<file path="config.mk">
export PLATFORM = sky130hd
export DESIGN_NAME = vecseq_top
export DESIGN_NICKNAME = d
export VERILOG_FILES = /design/src/rtl/vecseq_pkg.sv /design/src/rtl/vecseq_idx_step.sv /design/src/rtl/vecseq_len_dec.sv /design/src/rtl/vecseq_top.sv
export SDC_FILE = /design/constraint.sdc
export NUM_CORES = 1
export LEC_CHECK = 0
export BUFFER_PORTS_ARGS = -buffer_cell sky130_fd_sc_hd__buf_2
export CAP_MARGIN = 20
export CORE_MARGIN = 4
export CORE_UTILIZATION = 40
export CTS_CLUSTER_DIAMETER = 50
export DETAILED_ROUTE_END_ITERATION = 7
export GPL_TIMING_DRIVEN = 1
export MAX_ROUTING_LAYER = met4
export PLACE_DENSITY_LB_ADDON = 0.25
export SLEW_MARGIN = 20
export SYNTH_ARGS = -nofsm -noshare
export SYNTH_HDL_FRONTEND = slang
export SYNTH_SLANG_ARGS = --single-unit
</file>
<file path="constraint.sdc">
create_clock -name clk -period 2.9 [get_ports clk]
set_input_delay 0.145 -clock clk [delete_from_list [all_inputs] [get_ports clk]]
set_output_delay 0.145 -clock clk [all_outputs]
set_load 0.02 [all_outputs]
</file>
<file path="src/rtl/vecseq_pkg.sv">
package vecseq_pkg;

    // Run phase of the sequencer
    typedef enum logic {
        PH_IDLE = 1'b0,
        PH_RUN  = 1'b1
    } seq_phase_e;

endpackage

</file>
<file path="src/rtl/vecseq_idx_step.sv">
// Advances one register number by the stride inside its bank.
module vecseq_idx_step #(
    parameter int REG_W         = 5,
    parameter int IDX_W         = 3,
    parameter bit HOLD_IN_BANK0 = 1'b0
) (
    input  logic [REG_W-1:0] cur_i,
    input  logic             stride2_i,
    input  logic             freeze_i,
    output logic [REG_W-1:0] nxt_o
);
    localparam int BANK_W = REG_W - IDX_W;

    logic [IDX_W-1:0]  step;
    logic [IDX_W-1:0]  idx_sum;
    logic [BANK_W-1:0] bank;
    logic              hold;

    assign bank    = cur_i[REG_W-1:IDX_W];
    assign step    = stride2_i ? IDX_W'(2) : IDX_W'(1);
    assign idx_sum = cur_i[IDX_W-1:0] + step;

    generate
        if (HOLD_IN_BANK0) begin : g_hold_bank0
            assign hold = freeze_i | (bank == '0);
        end else begin : g_always_step
            assign hold = freeze_i;
        end
    endgenerate

    assign nxt_o = hold ? cur_i : {bank, idx_sum};

endmodule

</file>
<file path="src/rtl/vecseq_len_dec.sv">
// Decodes the control fields into an element count and a stride select.
module vecseq_len_dec #(
    parameter int REG_W    = 5,
    parameter int IDX_W    = 3,
    parameter int LEN_W    = 3,
    parameter int STRIDE_W = 2
) (
    input  logic [REG_W-1:0]    dst_i,
    input  logic [LEN_W-1:0]    len_i,
    input  logic [STRIDE_W-1:0] stride_i,
    output logic [LEN_W:0]      count_o,
    output logic                stride2_o
);
    localparam int CNT_W = LEN_W + 1;

    logic scalar_dst;

    assign scalar_dst = (dst_i[REG_W-1:IDX_W] == '0);
    assign stride2_o  = &stride_i;
    assign count_o    = scalar_dst ? CNT_W'(1) : ({1'b0, len_i} + CNT_W'(1));

endmodule

</file>
<file path="src/rtl/vecseq_top.sv">
module vecseq_top #(
    parameter int REG_W    = 5,
    parameter int IDX_W    = 3,
    parameter int LEN_W    = 3,
    parameter int STRIDE_W = 2,
    parameter int EXC_W    = 5,
    parameter int FLAG_W   = 4
) (
    input  logic                clk,
    input  logic                rst_n,
    input  logic                start_i,
    input  logic                ext_i,
    input  logic [REG_W-1:0]    dst_i,
    input  logic [REG_W-1:0]    srca_i,
    input  logic [REG_W-1:0]    srcb_i,
    input  logic [LEN_W-1:0]    len_i,
    input  logic [STRIDE_W-1:0] stride_i,
    output logic                busy_o,
    output logic                iss_valid_o,
    input  logic                iss_ready_i,
    output logic [REG_W-1:0]    iss_dst_o,
    output logic [REG_W-1:0]    iss_srca_o,
    output logic [REG_W-1:0]    iss_srcb_o,
    output logic                iss_ext_o,
    input  logic [EXC_W-1:0]    iss_exc_i,
    input  logic [FLAG_W-1:0]   iss_flags_i,
    output logic                done_o,
    output logic [EXC_W-1:0]    done_exc_o,
    output logic [FLAG_W-1:0]   done_flags_o
);
    import vecseq_pkg::*;

    localparam int CNT_W = LEN_W + 1;

    typedef struct packed {
        seq_phase_e        phase;
        logic [REG_W-1:0]  dst;
        logic [REG_W-1:0]  srca;
        logic [REG_W-1:0]  srcb;
        logic              ext;
        logic              stride2;
        logic [CNT_W-1:0]  rem;
        logic [EXC_W-1:0]  exc;
        logic [FLAG_W-1:0] flags;
        logic              done;
    } seq_state_t;

    seq_state_t st_d, st_q;

    logic [CNT_W-1:0] count_dec;
    logic             stride2_dec;
    logic [REG_W-1:0] dst_nxt;
    logic [REG_W-1:0] srca_nxt;
    logic [REG_W-1:0] srcb_nxt;
    logic             fire;
    logic             last_elem;

    vecseq_len_dec #(
        .REG_W    (REG_W),
        .IDX_W    (IDX_W),
        .LEN_W    (LEN_W),
        .STRIDE_W (STRIDE_W)
    ) i_len_dec (
        .dst_i     (dst_i),
        .len_i     (len_i),
        .stride_i  (stride_i),
        .count_o   (count_dec),
        .stride2_o (stride2_dec)
    );

    // Destination always steps inside its bank
    vecseq_idx_step #(
        .REG_W         (REG_W),
        .IDX_W         (IDX_W),
        .HOLD_IN_BANK0 (1'b0)
    ) i_step_dst (
        .cur_i     (st_q.dst),
        .stride2_i (st_q.stride2),
        .freeze_i  (1'b0),
        .nxt_o     (dst_nxt)
    );

    // First source holds when it carries a sub-operation code
    vecseq_idx_step #(
        .REG_W         (REG_W),
        .IDX_W         (IDX_W),
        .HOLD_IN_BANK0 (1'b0)
    ) i_step_srca (
        .cur_i     (st_q.srca),
        .stride2_i (st_q.stride2),
        .freeze_i  (st_q.ext),
        .nxt_o     (srca_nxt)
    );

    // Second source holds in bank 0 (scalar operand)
    vecseq_idx_step #(
        .REG_W         (REG_W),
        .IDX_W         (IDX_W),
        .HOLD_IN_BANK0 (1'b1)
    ) i_step_srcb (
        .cur_i     (st_q.srcb),
        .stride2_i (st_q.stride2),
        .freeze_i  (1'b0),
        .nxt_o     (srcb_nxt)
    );

    assign fire      = (st_q.phase == PH_RUN) && iss_ready_i;
    assign last_elem = (st_q.rem == CNT_W'(1)) || (iss_flags_i != '0);

    always_comb begin
        st_d      = st_q;
        st_d.done = 1'b0;
        unique case (st_q.phase)
            PH_IDLE: begin
                if (start_i) begin
                    st_d.phase   = PH_RUN;
                    st_d.dst     = dst_i;
                    st_d.srca    = srca_i;
                    st_d.srcb    = srcb_i;
                    st_d.ext     = ext_i;
                    st_d.stride2 = stride2_dec;
                    st_d.rem     = count_dec;
                    st_d.exc     = '0;
                    st_d.flags   = '0;
                end
            end
            PH_RUN: begin
                if (fire) begin
                    st_d.exc   = st_q.exc | iss_exc_i;
                    st_d.flags = iss_flags_i;
                    if (last_elem) begin
                        st_d.phase = PH_IDLE;
                        st_d.done  = 1'b1;
                    end else begin
                        st_d.rem  = st_q.rem - CNT_W'(1);
                        st_d.dst  = dst_nxt;
                        st_d.srca = srca_nxt;
                        st_d.srcb = srcb_nxt;
                    end
                end
            end
            default: st_d.phase = PH_IDLE;
        endcase
    end

    always_ff @(posedge clk or negedge rst_n) begin
        if (!rst_n) begin
            st_q <= '{phase: PH_IDLE, default: '0};
        end else begin
            st_q <= st_d;
        end
    end

    assign busy_o       = (st_q.phase == PH_RUN);
    assign iss_valid_o  = (st_q.phase == PH_RUN);
    assign iss_dst_o    = st_q.dst;
    assign iss_srca_o   = st_q.srca;
    assign iss_srcb_o   = st_q.srcb;
    assign iss_ext_o    = st_q.ext;
    assign done_o       = st_q.done;
    assign done_exc_o   = st_q.exc;
    assign done_flags_o = st_q.flags;

endmodule

</file>
# == After elaboration in Yosys (flattened, before gate mapping) ==
# Index checks and enable logic that the tools add are counted.
# totals
reg_bits,32
input_bits,34
out_inout_bits,28
elab_cells,52
# op_classes
add_sub_neg,5
n_bitwise,2
n_reduce_logical,12
muxes,14
n_eq_ne,6
# op_table
op,count
16-bit case mux with 2 select lines,1
31-bit 2-to-1 mux,1
13-bit case mux with 2 select lines,1
16-bit 2-to-1 mux,1
14-bit 2-to-1 mux,1
13-bit 2-to-1 mux,1
3-bit adder,3
4-bit 2-to-1 mux,2
2-bit inequality test (second input constant),4
2-bit AND reduction,4
4-bit AND reduction,2
3-bit 2-to-1 mux,2
5-bit bitwise OR,1
3-bit by 1-bit adder with 4-bit output (second input constant),1
4-bit by 1-bit == test with 1-bit output (second input constant),1
2-bit zero test,2
4-bit nonzero test,1
4-bit by 1-bit subtractor with 4-bit output (second input constant),1
1-bit 2-to-1 mux,3
3-bit AND reduction,1
2-bit 2-to-1 mux,1
2-bit by 1-bit inequality test with 1-bit output (second input constant),1
1-bit logical AND,1
1-bit logical OR,1
1-bit NOT,1

# == Longest topological paths before layout ==
# Gate-level depths: netlist (run 1).
# logic_depth
ltp_word,6
depth_mapped,7
depth_no_buf,7

# == Modules after synthesis ==
# From an unflattened synthesis (run 1), not the netlist that was laid out.
# hier_totals
cells_unflattened,187
hier_area_um2,2016.9
# by_module_without_submodules
mod,instances,area_each_um2,seq_area_each_um2,cells_per_inst
vecseq_top,1,1652.8,800.8,143
vecseq_idx_step at i_step_dst ...,2,96.3,0.0,11
vecseq_idx_step at i_step_srcb,1,113.9,0.0,13
vecseq_len_dec,1,57.6,0.0,9

# == Worst setup path after synthesis (run 1) ==
# Ideal clock, no wire load.
# synth_path
path_type,register to register
startpoint,register st_q (netlist bit busy_o)
endpoint,register st_q (netlist bit iss_srcb_o[0])
period_less_slack_ps,1831
arrival_time_ps,1706
path_slack_ps,1069
setup_ps,125
required_ps,2775
path_stages_with_launch,6
cell_sequence,dfrtp_1 -> nand2_1 -> or3_1 -> buf_6 -> o21ai_2 -> mux2_2
# synth_via
elab_chain_cells,3
elab_cells_between_ends,8
# synth_lines
element,line_no,rtl
start: declaration,vecseq_top.sv:48,"seq_state_t st_d, st_q;"
start signal: assignment,vecseq_top.sv:150,st_q <= st_d;
1-bit logical AND or 1-bit NOT (tied branches),--,
2-bit by 1-bit inequality test with 1-bit output (no source line) or 2-bit inequality test (tied branches),--,
4-bit AND reduction (no source line),--,
# Parallel ways exist; a longest one is shown, timed or not.
# A chain may end at the register's enable or synchronous reset.

# == Worst setup path after layout (run 1) ==
# layout_path
startpoint,register st_q[11] (netlist name)
endpoint,register st_q[11] (netlist name)
# layout_via
elab_chain_cells,4
elab_cells_between_ends,8
# layout_lines
element,line_no
4-bit by 1-bit subtractor with 4-bit output or 4-bit by 1-bit == test with 1-bit output (tied branches),"vecseq_top.sv:135, vecseq_top.sv:108"
4-bit 2-to-1 mux or 1-bit logical OR (tied branches),"vecseq_top.sv:131, vecseq_top.sv:108"
14-bit 2-to-1 mux or 2-bit inequality test (tied branches),--
13-bit case mux with 2 select lines or 3-bit AND reduction (tied branches),--
# Parallel ways exist; a longest one is shown, timed or not. The select of a mux whose other input is x is not followed.

==> results of run 1 <==
==> worst min-delay path by stage <==
stage          cells after the start  startpoint  slack (ps)            end
3_5_place_dp                       1       rst_n         250         busy_o
3_3_place_gp                       1       rst_n         240         busy_o
4_1_cts                            3   srcb_i[4]          40  iss_srcb_o[4]
6_report                           3   srcb_i[3]          50  iss_srcb_o[3]
2_1_floorplan                      0       rst_n        -150         busy_o
5_1_grt                            3   srcb_i[4]          50  iss_srcb_o[4]
==> power groups by stage <==
stage          combinational [uW]  clock [uW]  sequential, uW
6_report                      632         371             674
3_3_place_gp                  629           0             681
5_1_grt                       705         402             696
2_1_floorplan                 554           0             669
3_5_place_dp                  638           0             682
4_1_cts                       641         383             676
==> cell usage after synthesis, drive strengths merged <==
| cell | count |
|---|---|
| o22ai | 3 |
| o32a | 2 |
| fa | 3 |
| o21ai | 6 |
| nor2b | 1 |
| a21oi | 2 |
| dfrtp | 32 |
| a221o | 1 |
| nor3b | 3 |
| a22o | 13 |
| or3 | 4 |
| nand3 | 3 |
| clkbuf | 4 |
| a211o | 1 |
| a22oi | 1 |
| mux2 | 3 |
| o311ai | 1 |
| a32oi | 1 |
| xnor2 | 1 |
| ha | 6 |
| and2 | 1 |
| nand2 | 27 |
| nor3 | 1 |
| nand3b | 2 |
| or4 | 1 |
| nand2b | 1 |
| a21o | 2 |
| nor2 | 12 |
| inv | 5 |
| o211ai | 1 |
| buf | 28 |
| a31oi | 2 |
==> flip-flops by register name, indices dropped and copies added (netlist names) <==
signal,cells
busy_o,1
done_exc_o,5
done_flags_o,4
done_o,1
iss_dst_o,5
iss_ext_o,1
iss_srca_o,5
iss_srcb_o,5
st_q,5
==> critical path, stage by stage (launching register included) <==
cell and delay, ps:
dfrtp_1 390, inv_1 90, ha_1 130, nor3b_1 400, nor3_2 60, buf_4 180, nor2_2 230, mux2_2 370
==> cell families after synthesis <==
logic type,after synthesis,synth area share
and+or+nand+nor,56,0.151
buffers and inverters,37,0.136
AOI/OAI and AO/OA,36,0.157
DFF,32,0.455
adders and majority gates,9,0.0767
muxes,3,0.0192
xor gates and xnor gates,1,0.00497
==> per-stage QoR <==
step                      cell area, um^2  power [uW]
final                                2030        1680
after global routing                 2030        1800
after CTS                            2030        1700
after detailed placement             1920        1320
after global placement               1920        1310
after floorplan                      1760        1220
==> final cells by class <==
type,count,area share
well taps,50,0.0308
multi-input cells,105,0.355
flip-flops and latches,32,0.395
repair buffers,64,0.163
clock buffers,7,0.0475
inverters,5,0.00925
==> layer usage <==
layer / global-route usage / share of wire
met5: - / 0
met4: 0.0474 / 0.013
met3: 0.0500 / 0.079
met2: 0.230 / 0.44
met1: 0.217 / 0.47
==> repair_timing <==
action	CTS	global route
endpoints found under the hold margin	32	0
endpoints found under the setup margin	0	0
hold buffers	1	0
==> impl_metrics.toml, run 1 <==
[yosys]
synth_nets = 217
yosysTopAreaCell = "dfrtp_1"
yosysWarnings = 0
netlist_area_um2 = 1760
ys_seq_area_frac = 0.455
syn-mean-instance-area_um2 = 10.1
synth_seq_cells = 32
synth_top_area_frac = 0.455
synth_area_leaders = "dfrtp_1 45%, buf_4 11%, a22o_1 6.0%, nand2_1 5.8%, ha_1 4.3%"
yosysUniqueCellTypes = 37
synth_cells = 174

[setup_path]
worstPathMaxFanout = 9
crit_arrival_ps = 2130
path_class = "register to register"
r2r_slack_ps = 940
cp-startpoint = "st_q[11]"
timing.rr.end = "st_q[11]"
cp-end-kind = "register"
cp.required_ps = 3070
r2r-start = "st_q[11]"
reg2reg_depth = 7
worstSetupStartpointType = "register"
cp-endpoint = "st_q[11]"

[detailed_routing]
postRouteAntennaNets = 0
wl_per_cell_um = 15.0
drc_errors = 0
vias = 1332
via_per_inst = 5.06
detail_route.iter0.violations = 67
wl_um = 3960
drt_pass1_iterations = 4

[die]
core_region_area_um2 = 4120
die-area_um2 = 5530
pin_count = 62
start_util = 0.428
row_count = 23
die_y_um = 74.4
die_w_um = 74.4

[cts]
cts_tree = "built"
ctsResizeCount = 0
cts_buffers = 5
cts_buffer_depth = 2
clock_latency_ps = 280
clockRootBuffer = "clkbuf_8"
clock-sinks = 32
htreeDepth = 2
clkSlewWorstSetupHoldPaths_ps = 60
postCtsSetupRepairBufs = 0

[power]
power.switching_uw = 635
p_leak_uw = 0.00105
intPower_uw = 1040
power_density_nw_per_um2 = 826
power_frac_comb = 0.377
pwr-share-seq = 0.402
swShare = 0.379
peakVddDrop_v = 0.000405
p_clk_frac = 0.221

[sta]
holdWs_ps = 50.4
period_share = 0.677
worst_pin_slew_ps = 891
drv_slew = 0
finClkSkew_ps = 4.40
setup_viol = 0
fin_tns_setup_ps = 0
finalWorstSetupSlack_ps = 936
period_minus_slack_ps = 1960
hold_violations = 0
fmax_mhz = 509
rsz0062_at_grt = "false"
slew-limit-headroom = 0.406

[min_path]
hp-class = "primary input to register"

[final_layout]
layout_common_cells = "61 x buf_2, 32 x dfrtp_1, 27 x nand2_1"
layout.nets = 256
fillers = 414
drive_above_1_share = 0.366
fin_util = 0.493
antennaDiodeCount = 0
area_delta_synth_final_pct = 15.2
instances_no_fill = 263
seq_area_um2 = 801
multi_input_area_um2 = 721
final_common_cell = "buf_2"

[place]
io_buffers = 61
dp_cells = 255
place_congestion = 0.793
dp_slack_ps = 903
hpwlAfterDp_um = 2820

[status]
status = "completed"

[global_routing]
antenna_found_initial = 0
grt_pass1_vias = 1286
grt_usage = 0.160
grt_pass1_wl_um = 6350
grt_max_degree = 33
grt-ovfl-total = 0

[job]
cap_violations = 0
Note: power is estimated with default switching activity, not from simulation.
==> run 2: changes to the inputs <==
clock period = 1.6 ns   (was 2.9 ns; I/O delays follow)
==> impl_metrics.toml, run 2 (synthesized netlist as in run 1, its figures left out) <==
[status]
status = "finished with violations"
violations = "negative setup slack"

[die]
die_y_um = 74.4
row_count = 23
start_util = 0.428
die_w_um = 74.4
die-area_um2 = 5530
core_region_area_um2 = 4120
pin_count = 62

[cts]
clock_latency_ps = 280
cts_buffers = 5
clock-sinks = 32
htreeDepth = 2
clockRootBuffer = "clkbuf_8"
clkSlewWorstSetupHoldPaths_ps = 60
cts_tree = "built"
cts_buffer_depth = 2

[place]
io_buffers = 61
placed_area_um2 = 2120
dp_slack_ps = -177
hpwlAfterDp_um = 3070
place_congestion = 0.841

[final_layout]
layout_common_cells = "61 x buf_2, 30 x dfrtp_1, 27 x nand2_1"
antennaDiodeCount = 0
layout.nets = 284
drive_above_1_share = 0.459
area_delta_synth_final_pct = 34.2
fin_util = 0.575
design_area_um2 = 2360
final_common_cell = "buf_2"

[setup_path]
critical-path-top-delay-family = "simple AND/OR/NAND/NOR gates"
path_buf_inv = 2
worstPathMaxFanout = 8
crit_arrival_ps = 1910
path_class = "register to register"
max_stage_delay_ps = 360
cp.required_ps = 1820
cp-end-kind = "register"
crit_slowest_cell = "dfrtp_1"
cp_cell_sequence = "inv_2 > ha_2 > nor3b_4 > or3_4 > buf_6 > or3_1 > nand3_1"
worstSetupStartpointType = "register"

[sta]
slew-limit-headroom = 0.528
setup_viol = 9
drv_slew = 0
period_minus_slack_ps = 1690
finClkSkew_ps = 3.01
worst_pin_slew_ps = 708
hold_violations = 0
period_share = 1.06
fmax_mhz = 590
finalWorstSetupSlack_ps = -93.8
rsz0062_at_grt = "true"

[power]
power_density_nw_per_um2 = 1450
peakVddDrop_v = 0.000734
p_leak_uw = 0.00120

[detailed_routing]
postRouteAntennaNets = 0
vias = 1460
wl_um = 4150
detail_route.iter0.violations = 58
wl_per_cell_um = 14.2
via_per_inst = 5.00
drc_errors = 0
drt_pass1_iterations = 4

[job]
cap_violations = 0

[global_routing]
grt-ovfl-total = 0
grt_pass1_wl_um = 6700
grt_max_degree = 33
grt_usage = 0.167
grt_pass1_vias = 1437
antenna_found_initial = 0

[min_path]
hp-class = "primary input to register"
[run 2: path summary, 6_finish.rpt]
path | end | startpoint | cells after the start | slack, ps
worst max-delay path | iss_srca_o[2] | st_q[11] | 7 | -90
worst min-delay path | iss_dst_o[3] | dst_i[3] | 3 | 10
worst min register to register | iss_dst_o[3] | iss_dst_o[3] | 2 | 480
max in group asynchronous | st_q[14] | rst_n | 2 | 730
min in group asynchronous | done_flags_o[3] | rst_n | 2 | 380
worst max register to register | iss_srca_o[2] | st_q[11] | 7 | -90
[run 2: final cells by class]
class | instances | area [um^2]
well taps | 50 | 62.6
clock buffers | 6 | 72.6
flip-flops and latches | 32 | 803
multi-input cells | 105 | 800
inverters | 5 | 21.3
clock inverters | 2 | 35.0
repair buffers | 92 | 571
fillers | 363 | 1750
[run 2: layer usage]
| metal | up-vias | wire (um) | global-route usage |
|---|---|---|---|
| met4 | 0 | 76 | 0.0731 |
| met2 | 45 | 1900 | 0.249 |
| met5 | - | 0 | - |
| met1 | 690 | 1880 | 0.211 |
| li1 | 717 | - | - |
| met3 | 8 | 290 | 0.0473 |
[run 2: timing repair]
| action | 4_1_cts | 5_1_grt |
|---|---|---|
| pin swaps | 2 | 2 |
| setup endpoints to repair | 12 | 13 |
| resized for setup | 7 | 6 |
| cloned | 0 | 0 |
| setup buffers | 1 | 2 |
| endpoints found under the hold margin | 38 | 0 |
| hold buffers | 7 | 0 |
[run 2: report_power, final]
group          switching (uW)  internal [uW]
Sequential                189           1040
Combinational             748            691
Clock                     294            462
[run 2: tightest hold or removal path, delay by kind of cell]
kind	cells	cell delay (ps)
buffers and inverters	1	90
AND/OR/NAND/NOR	2	90
[run 2: metrics by stage]
step | hold slack, ps | power [uW] | setup TNS [ps] | instances
4_1_cts | 6.26 | 3400 | -370 | 290
3_5_place_dp | 187 | 2570 | -1200 | 275
3_3_place_gp | 179 | 2550 | -862 | 275
2_1_floorplan | -216 | 2280 | -366 | 174
6_report | 9.75 | 3420 | -417 | 292
5_1_grt | 10.9 | 3660 | -1050 | 292
